File: config.mk
export PLATFORM = sky130hd
export DESIGN_NAME = halt_seq
export DESIGN_NICKNAME = d
export VERILOG_FILES = /design/src/rtl/halt_seq.sv
export SDC_FILE = /design/constraint.sdc
export NUM_CORES = 1
export LEC_CHECK = 0
export BUFFER_PORTS_ARGS = -buffer_cell sky130_fd_sc_hd__buf_2
export CORE_MARGIN = 5
export CORE_UTILIZATION = 35
export DETAILED_ROUTE_END_ITERATION = 12
export PLACE_DENSITY = 0.81
export RECOVER_POWER = 25
export SLEW_MARGIN = 20
export SYNTH_ARGS = -nofsm -noshare
export SYNTH_HDL_FRONTEND = slang
export SYNTH_SLANG_ARGS = --single-unit
File: constraint.sdc
create_clock -name clk -period 1.8 [get_ports clk]
set_clock_uncertainty 0.05 [all_clocks]
set_input_delay 0.18 -clock clk [delete_from_list [all_inputs] [get_ports clk]]
set_output_delay 0.18 -clock clk [all_outputs]
set_load 0.01 [all_outputs]
File: src/rtl/halt_seq.sv
module halt_seq #(
  parameter int PTR_W = 16,
  parameter int OFS_W = 6
) (
  input  logic             clk,
  input  logic             rst_n,
  input  logic             irq,
  input  logic             irq_scsi,
  input  logic             bus_fault,
  input  logic             fetch_busy,
  input  logic             instr_active,
  input  logic [1:0]       instr_kind,
  input  logic             jump_taken,
  input  logic [PTR_W-1:0] jump_target,
  input  logic             dir_to_mem,
  input  logic             fifo_empty,
  input  logic             hs_active,
  input  logic [OFS_W-1:0] sync_offset,
  input  logic             restart,
  output logic             halt_req,
  output logic             flush_req,
  output logic             ptr_load,
  output logic [PTR_W-1:0] ptr_value,
  output logic             halted
);
  localparam logic [1:0] KIND_OTHER = 2'd0;
  localparam logic [1:0] KIND_TC    = 2'd1;
  localparam logic [1:0] KIND_JUMP  = 2'd2;
  localparam int NSTAGE = 5;

  typedef enum logic [2:0] {
    IDLE, FINISH_FETCH, FINISH_INSTR, FINISH_HANDSHAKE, DRAIN_OFFSET, FLUSH, HALTED
  } st_t;

  st_t state, nxt;
  logic cls_q, fetched_q;
  logic [1:0] kind_q;
  logic [NSTAGE-1:0] need;
  logic stage_done;

  wire idle        = (state == IDLE);
  wire cls_now     = idle ? irq_scsi : cls_q;
  wire fetched_now = idle ? fetch_busy : fetched_q;

  assign need[0] = fetch_busy && !bus_fault;
  assign need[1] = instr_active && (instr_kind != KIND_OTHER) && !fetched_now;
  assign need[2] = hs_active;
  assign need[3] = (sync_offset != '0);
  assign need[4] = cls_now && dir_to_mem && !fifo_empty;

  function automatic st_t pick(input int from, input logic [NSTAGE-1:0] n);
    st_t r;
    r = HALTED;
    for (int i = NSTAGE-1; i >= 0; i--)
      if (i >= from && n[i]) r = st_t'(3'(i + 1));
    return r;
  endfunction

  always_comb begin
    case (state)
      FINISH_FETCH:     stage_done = !fetch_busy || bus_fault;
      FINISH_INSTR:     stage_done = (kind_q == KIND_JUMP) || !instr_active;
      FINISH_HANDSHAKE: stage_done = !hs_active;
      DRAIN_OFFSET:     stage_done = (sync_offset == '0);
      FLUSH:            stage_done = fifo_empty;
      default:          stage_done = 1'b0;
    endcase
  end

  always_comb begin
    nxt = state;
    case (state)
      IDLE:    if (irq) nxt = pick(0, need);
      HALTED:  if (restart) nxt = IDLE;
      default: if (stage_done) nxt = pick(int'(state), need);
    endcase
  end

  always_ff @(posedge clk or negedge rst_n) begin
    if (!rst_n) begin
      state     <= IDLE;
      cls_q     <= 1'b0;
      fetched_q <= 1'b0;
      kind_q    <= KIND_OTHER;
    end else begin
      state <= nxt;
      if (idle && irq) begin
        cls_q     <= irq_scsi;
        fetched_q <= fetch_busy;
      end
      if (state != FINISH_INSTR) kind_q <= instr_kind;
    end
  end

  assign halt_req  = !idle;
  assign halted    = (state == HALTED);
  assign flush_req = (state == FLUSH);
  assign ptr_load  = (state == FINISH_INSTR) && (kind_q == KIND_JUMP) && jump_taken;
  assign ptr_value = jump_target;

  p_irq_accept_r2: assert property (@(posedge clk) disable iff (!rst_n)
    !halt_req && irq |=> halt_req);

  p_flushed_r5: assert property (@(posedge clk) disable iff (!rst_n)
    $rose(halted) && cls_q && dir_to_mem |-> fifo_empty);

  // R7 is covered here as well: the offset must be drained at halt.
  p_bus_clean_r6: assert property (@(posedge clk) disable iff (!rst_n)
    $rose(halted) |-> !hs_active && sync_offset == '0);

  p_ptr_pulse_r9: assert property (@(posedge clk) disable iff (!rst_n)
    ptr_load |=> !ptr_load);

  p_ptr_busy_r9: assert property (@(posedge clk) disable iff (!rst_n)
    ptr_load |-> halt_req && !halted && !flush_req);

  p_hold_halted_r12: assert property (@(posedge clk) disable iff (!rst_n)
    halted && !restart |=> halted);

  p_restart_r12: assert property (@(posedge clk) disable iff (!rst_n)
    halted && restart |=> !halt_req && !halted);

  p_flush_excl_r11: assert property (@(posedge clk) disable iff (!rst_n)
    flush_req |-> !halted && halt_req);
endmodule

## Word level (Yosys, flattened, before mapping)

Index checks and enable logic that the tools add are counted.

- Register bits after elaboration: 7
- Output and inout bits: 20
- Input port bits: 36
- Logic and storage cells: 64

- Eq/ne operators: 10
- Magnitude comparators: 5
- Multiplexer cells: 17
- Reductions and logical operators: 28

Operators by type and width:

| cell | number |
|---|---|
| $mux W3 | 11 |
| $logic_and A1 B1 Y1 | 13 |
| $eq A3 B3 Y1 const B | 3 |
| $logic_not A1 Y1 | 7 |
| $eq A3 B2 Y1 const B | 2 |
| $ge A1 B3 Y1 const A | 2 |
| $ge A2 B3 Y1 const A | 2 |
| $logic_not A6 Y1 | 1 |
| $pmux W3 S2 | 1 |
| $reduce_bool A6 Y1 | 1 |
| $pmux W1 S5 | 1 |
| $mux W2 | 2 |
| $ne A2 B2 Y1 const B | 2 |
| $eq A3 B1 Y1 const B | 1 |
| $ge A3 B3 Y1 const A | 1 |
| $logic_not A3 Y1 | 1 |
| $ne A3 B2 Y1 const B | 1 |
| $reduce_and A3 Y1 | 1 |
| $reduce_bool A3 Y1 | 1 |
| $eq A2 B2 Y1 const B | 1 |
| $logic_or A1 B1 Y1 | 2 |
| $mux W1 | 2 |
| $reduce_bool A2 Y1 | 1 |

## Longest topological paths before layout

- Depth after elaboration: 12
- Gate-level depth with buffers: 6

## Least setup slack after synthesis

No wires, ideal clock.

- Path kind: register -> register
- Start point: reg state[2]
- End point: reg state[1]
- Buffers on the path: 0
- Required time: 1.625 ns
- Stages on the path, launching flop included: 6
- Path slack: -0.097 ns
- Arrival: 1.722 ns
- Cells stage by stage: dfrtp_1 > nor3_2 > mux2_4 > a2111oi_2 > o22ai_1 > mux2_2

- Word-level cells in the longest chain between the ends: 12
- Elaborated cells on any way between the ends: 41
- Classes of those cells: 5 x order compare; 8 x eq/ne; 16 x mux; 12 x reduce/logical

RTL lines:

| element | RTL line | text |
|---|---|---|
| from (decl) | 35 | `st_t state, nxt;` |
| from (signal assigned) | 86 | `state <= nxt;` |
| $logic_not A3 Y1 | 41, 72 |  |
| $mux W1 | 42 | `wire cls_now = idle ? irq_scsi : cls_q;` |
| $logic_and A1 B1 Y1 (2 in a row) | 49 | `assign need[4] = cls_now && dir_to_mem && !fifo_empty;` |
| $logic_and A1 B1 Y1 | 55 | `if (i >= from && n[i]) r = st_t'(3'(i + 1));` |
| $mux W2 | 55 |  |
| $mux W3 (4 in a row) | 55 |  |
| $mux W3 | 75 | `default: if (stage_done) nxt = pick(int'(state), need);` |
| $pmux W3 S2 | 72 | `case (state)` |

Several ways; a longest one is shown, not always the timed one. The select of a mux whose other input is x is not followed.
A chain may end at the register's enable or synchronous reset.

## Worst setup path in the final report

- Start point: reg state[0]
- End point: reg state[1]

The elaborated chain is that of the path after synthesis.

==> reports/qor.tcl <==
set qor(avgRoutedWirePerCell_um) 14.2
set qor(ant_nets) 0
set qor(worst_hold_margin_ns) 0.136
set qor(timing.critical_path.required_ns) 1.88
set qor(unrepaired_setup_endpoints_after_global_routing) {true}
set qor(clock_root_buffer) {sky130_fd_sc_hd__clkbuf_4}
set qor(ys_async_sr_fraction_pct) 100
set qor(via_count) 693
set qor(setup_viol) 1
set qor(grt.overflow.total) 0
set qor(layout_setup_ws_ns) -0.0951
set qor(critical_path_arrival_ns) 1.97
set qor(first_iter_violations) 13
set qor(maxCapViolations) 0
set qor(finalWirelength_um) 1920
set qor(fp.dieArea_um2) 3110
set qor(tritoncts_clock_tree) {yes}
set qor(antenna_cells) 0
set qor(synth_ff_type) {sky130_fd_sc_hd__dfrtp_1}
set qor(start_util_pct) 36.9
set qor(post-dp-hpwl_um) 1560
set qor(result_of_the_run) {finished with violations}
set qor(num_rows) 16
set qor(die_span_y_um) 55.7
set qor(num-fill-cells) 191
set qor(cp_cell_sequence) {nor3_4 > mux2_4 > a2111oi_4 > o22ai_1 > mux2_2}
set qor(core_region_area_um2) 1980
set qor(total_design_power_mw) 1.22
set qor(max_stage_delay_on_crit_path_ns) 0.44
set qor(hold_path_class) {in -> reg}
set qor(fin_nets) 145
set qor(path_class) {reg -> reg}
set qor(finish.instance_area_um2) 901
set qor(numPortBuffers) 23
set qor(hold_viol) 0
set qor(number_of_enable_flip_flop_cells_after_synthesis) 0
set qor(postSynthNetCount) 123
set qor(netlist-cell-type-count) 33
set qor(cpMaxStageDelayCell) {sky130_fd_sc_hd__dfrtp_2}
set qor(power.density_cell_area_nw_per_um2) 1350
set qor(min_period_over_period_pct) 105
set qor(gpl_congestion) 0.957
set qor(pre_cts_ws_ns) -0.0910
set qor(post_synth_main_area_contributors) {sky130_fd_sc_hd__dfrtp_1, sky130_fd_sc_hd__buf_4, sky130_fd_sc_hd__mux2_2, sky130_fd_sc_hd__nor2_1, sky130_fd_sc_hd__o21ai_0}
set qor(cp-end-kind) {register}
set qor(all_layer_global_routing_usage_pct) 12.2
set qor(synth_commonest_cells) {sky130_fd_sc_hd__buf_4, sky130_fd_sc_hd__dfrtp_1, sky130_fd_sc_hd__nor2_1, sky130_fd_sc_hd__nand2_1}
set qor(clk_latency_ns) 0.24
set qor(remaining_drc_errors) 0
set qor(viasPerCell) 5.13
set qor(violations) {setup timing}
set qor(synth-warning-count) 0
set qor(yosys_register_bits) 7
set qor(dpl-instance-area_um2) 845
set qor(worst_slew_margin_rel_pct) 45.6
set qor(synth_most_common_cell) {sky130_fd_sc_hd__buf_4}
set qor(synth_top_area_share_pct) 23.9
set qor(synth_top_cell_by_area) {sky130_fd_sc_hd__dfrtp_1}
set qor(firstDrtPassIters) 4
set qor(finalCriticalPeriod_ns) 1.90
set qor(wire_length_of_the_first_global_routing_pass_um) 3130
set qor(grt_start_max_net_pins) 8
set qor(worstPathBufferInverterCount) 0
set qor(vdd_drop_max_v) 0.000478
set qor(mapped_cell_area_um2) 732
set qor(number_of_antenna_violations_at_the_first_check_in_global_routing) 0
set qor(finalCoreUtilization_pct) 45.5
set qor(floorplan.io_pins) 56
set qor(layout-drive-gt1-share_pct) 47.2
set qor(synthCells) 87
set qor(synthToLayoutAreaGrowth_pct) 23.1
set qor(cts.path.max_buffers) 2
set qor(cts_inserted_buffers) 3
set qor(worst_pin_slew_ns) 0.795
set qor(clkSlewWorstSetupHoldPaths_ns) 0.05
set qor(cell_type_group_with_the_largest_total_delay_on_the_critical_path) {multiplexers}
set qor(h-tree-depth) 1
set qor(numClockSinks) 7
set qor(first_global_vias) 713
set qor(slew_violations) 0
set qor(worst-path-max-fanout) 5
set qor(achievable-frequency_mhz) 528
set qor(sequential_area_share_after_synthesis_pct) 23.9
set qor(syn-mean-instance-area_um2) 8.41
set qor(dieWidth_um) 55.7
set qor(worst_setup_path_start_kind) {register}
set qor(leakage_nw) 0.415
## repair_timing
item | in CTS | in global routing
hold buffers | 1 | 0
resized for setup | 4 | 1
setup buffers | 1 | 0
pin swaps | 0 | 0
setup endpoints to repair | 3 | 4
endpoints found under the hold margin | 7 | 0
## worst reg2reg max path: stages (launching register included)
cell and delay, ns:
sky130_fd_sc_hd__dfrtp_2 0.44, sky130_fd_sc_hd__nor3_4 0.22, sky130_fd_sc_hd__mux2_4 0.36, sky130_fd_sc_hd__a2111oi_4 0.32
sky130_fd_sc_hd__o22ai_1 0.13, sky130_fd_sc_hd__mux2_2 0.27
## per-stage QoR
stage / cells / TNS [ns]
floorplan: 87 / 0
global placement: 129 / -0.0111
detailed placement: 129 / -0.0924
CTS: 135 / -0.0858
global route: 135 / -0.282
finish: 135 / -0.0951
## registers in the layout (all words and copies together) (netlist names)
signal / count
state: 3
kind_q: 2
fetched_q: 1
cls_q: 1
## path summary, 6_finish.rpt
kind / from / to / slack (ns) / depth (start not counted)
setup reg to reg: state[0]$_DFFE_PN0P_ / state[1]$_DFFE_PN0P_ / -0.1 / 5
hold / removal: instr_kind[1] / kind_q[1]$_DFFE_PN0N_ / 0.14 / 2
setup / recovery: state[0]$_DFFE_PN0P_ / state[1]$_DFFE_PN0P_ / -0.1 / 5
max in group asynchronous: rst_n / state[0]$_DFFE_PN0P_ / 1.25 / 2
min in group asynchronous: rst_n / kind_q[0]$_DFFE_PN0N_ / 0.28 / 2
hold reg to reg: cls_q$_DFFE_PN0P_ / cls_q$_DFFE_PN0P_ / 0.46 / 1
## layout by cell type (no fill, tap or decap), types with 2 or more instances in the layout
| cell | synthesis | layout |
|---|---|---|
| sky130_fd_sc_hd__a211oi_1 | 2 | 2 |
| sky130_fd_sc_hd__a21boi_0 | 2 | 2 |
| sky130_fd_sc_hd__a21oi_1 | 4 | 4 |
| sky130_fd_sc_hd__and2_1 | 2 | 2 |
| sky130_fd_sc_hd__buf_2 | 1 | 23 |
| sky130_fd_sc_hd__buf_4 | 17 | 12 |
| sky130_fd_sc_hd__clkbuf_4 | 0 | 3 |
| sky130_fd_sc_hd__dfrtp_1 | 7 | 5 |
| sky130_fd_sc_hd__dfrtp_2 | 0 | 2 |
| sky130_fd_sc_hd__inv_1 | 2 | 2 |
| sky130_fd_sc_hd__mux2_2 | 5 | 5 |
| sky130_fd_sc_hd__nand2_1 | 6 | 6 |
| sky130_fd_sc_hd__nand2b_1 | 3 | 3 |
| sky130_fd_sc_hd__nand3b_1 | 2 | 2 |
| sky130_fd_sc_hd__nor2_1 | 7 | 7 |
| sky130_fd_sc_hd__o21ai_0 | 5 | 5 |
| sky130_fd_sc_hd__o22ai_1 | 2 | 2 |
## cell type report
class	count	area, um2	area share [%]
multi-input combinational	59	440	48.9
timing repair buffer	36	215	23.9
sequential	7	178	19.7
tap	27	33.8	3.75
clock buffer	4	26.3	2.92
inverter	2	7.51	0.833
## report_power, final
part	internal, mW	switching, mW	total, mW
registers	0.231	0.0754	0.306
clock network	0.0842	0.0521	0.136
logic	0.415	0.359	0.774
total	0.729	0.487	1.22
## kinds of logic (layout without fill, tap and decap cells)
group / count (synthesis) / after routing / share of synthesized area (%)
flops: 7 / 7 / 23.9
mux: 6 / 6 / 9.74
simple gates: 30 / 30 / 23.2
compound gates: 23 / 23 / 23.2
buf+inv: 21 / 42 / 19.8
## per-layer routing
| metal | routed length, um | up-vias | part of all wire, % | global-route usage, % |
|---|---|---|---|---|
| met5 | 0 | - | 0 | 0 |
| li1 | - | 344 | - | - |
| met3 | 153 | 2 | 8.0 | 3.71 |
| met2 | 977 | 19 | 51 | 21.5 |
| met4 | 19 | 0 | 0.99 | 5.90 |
| met1 | 774 | 328 | 40 | 13.2 |
Power figures use the tool's default switching activity.
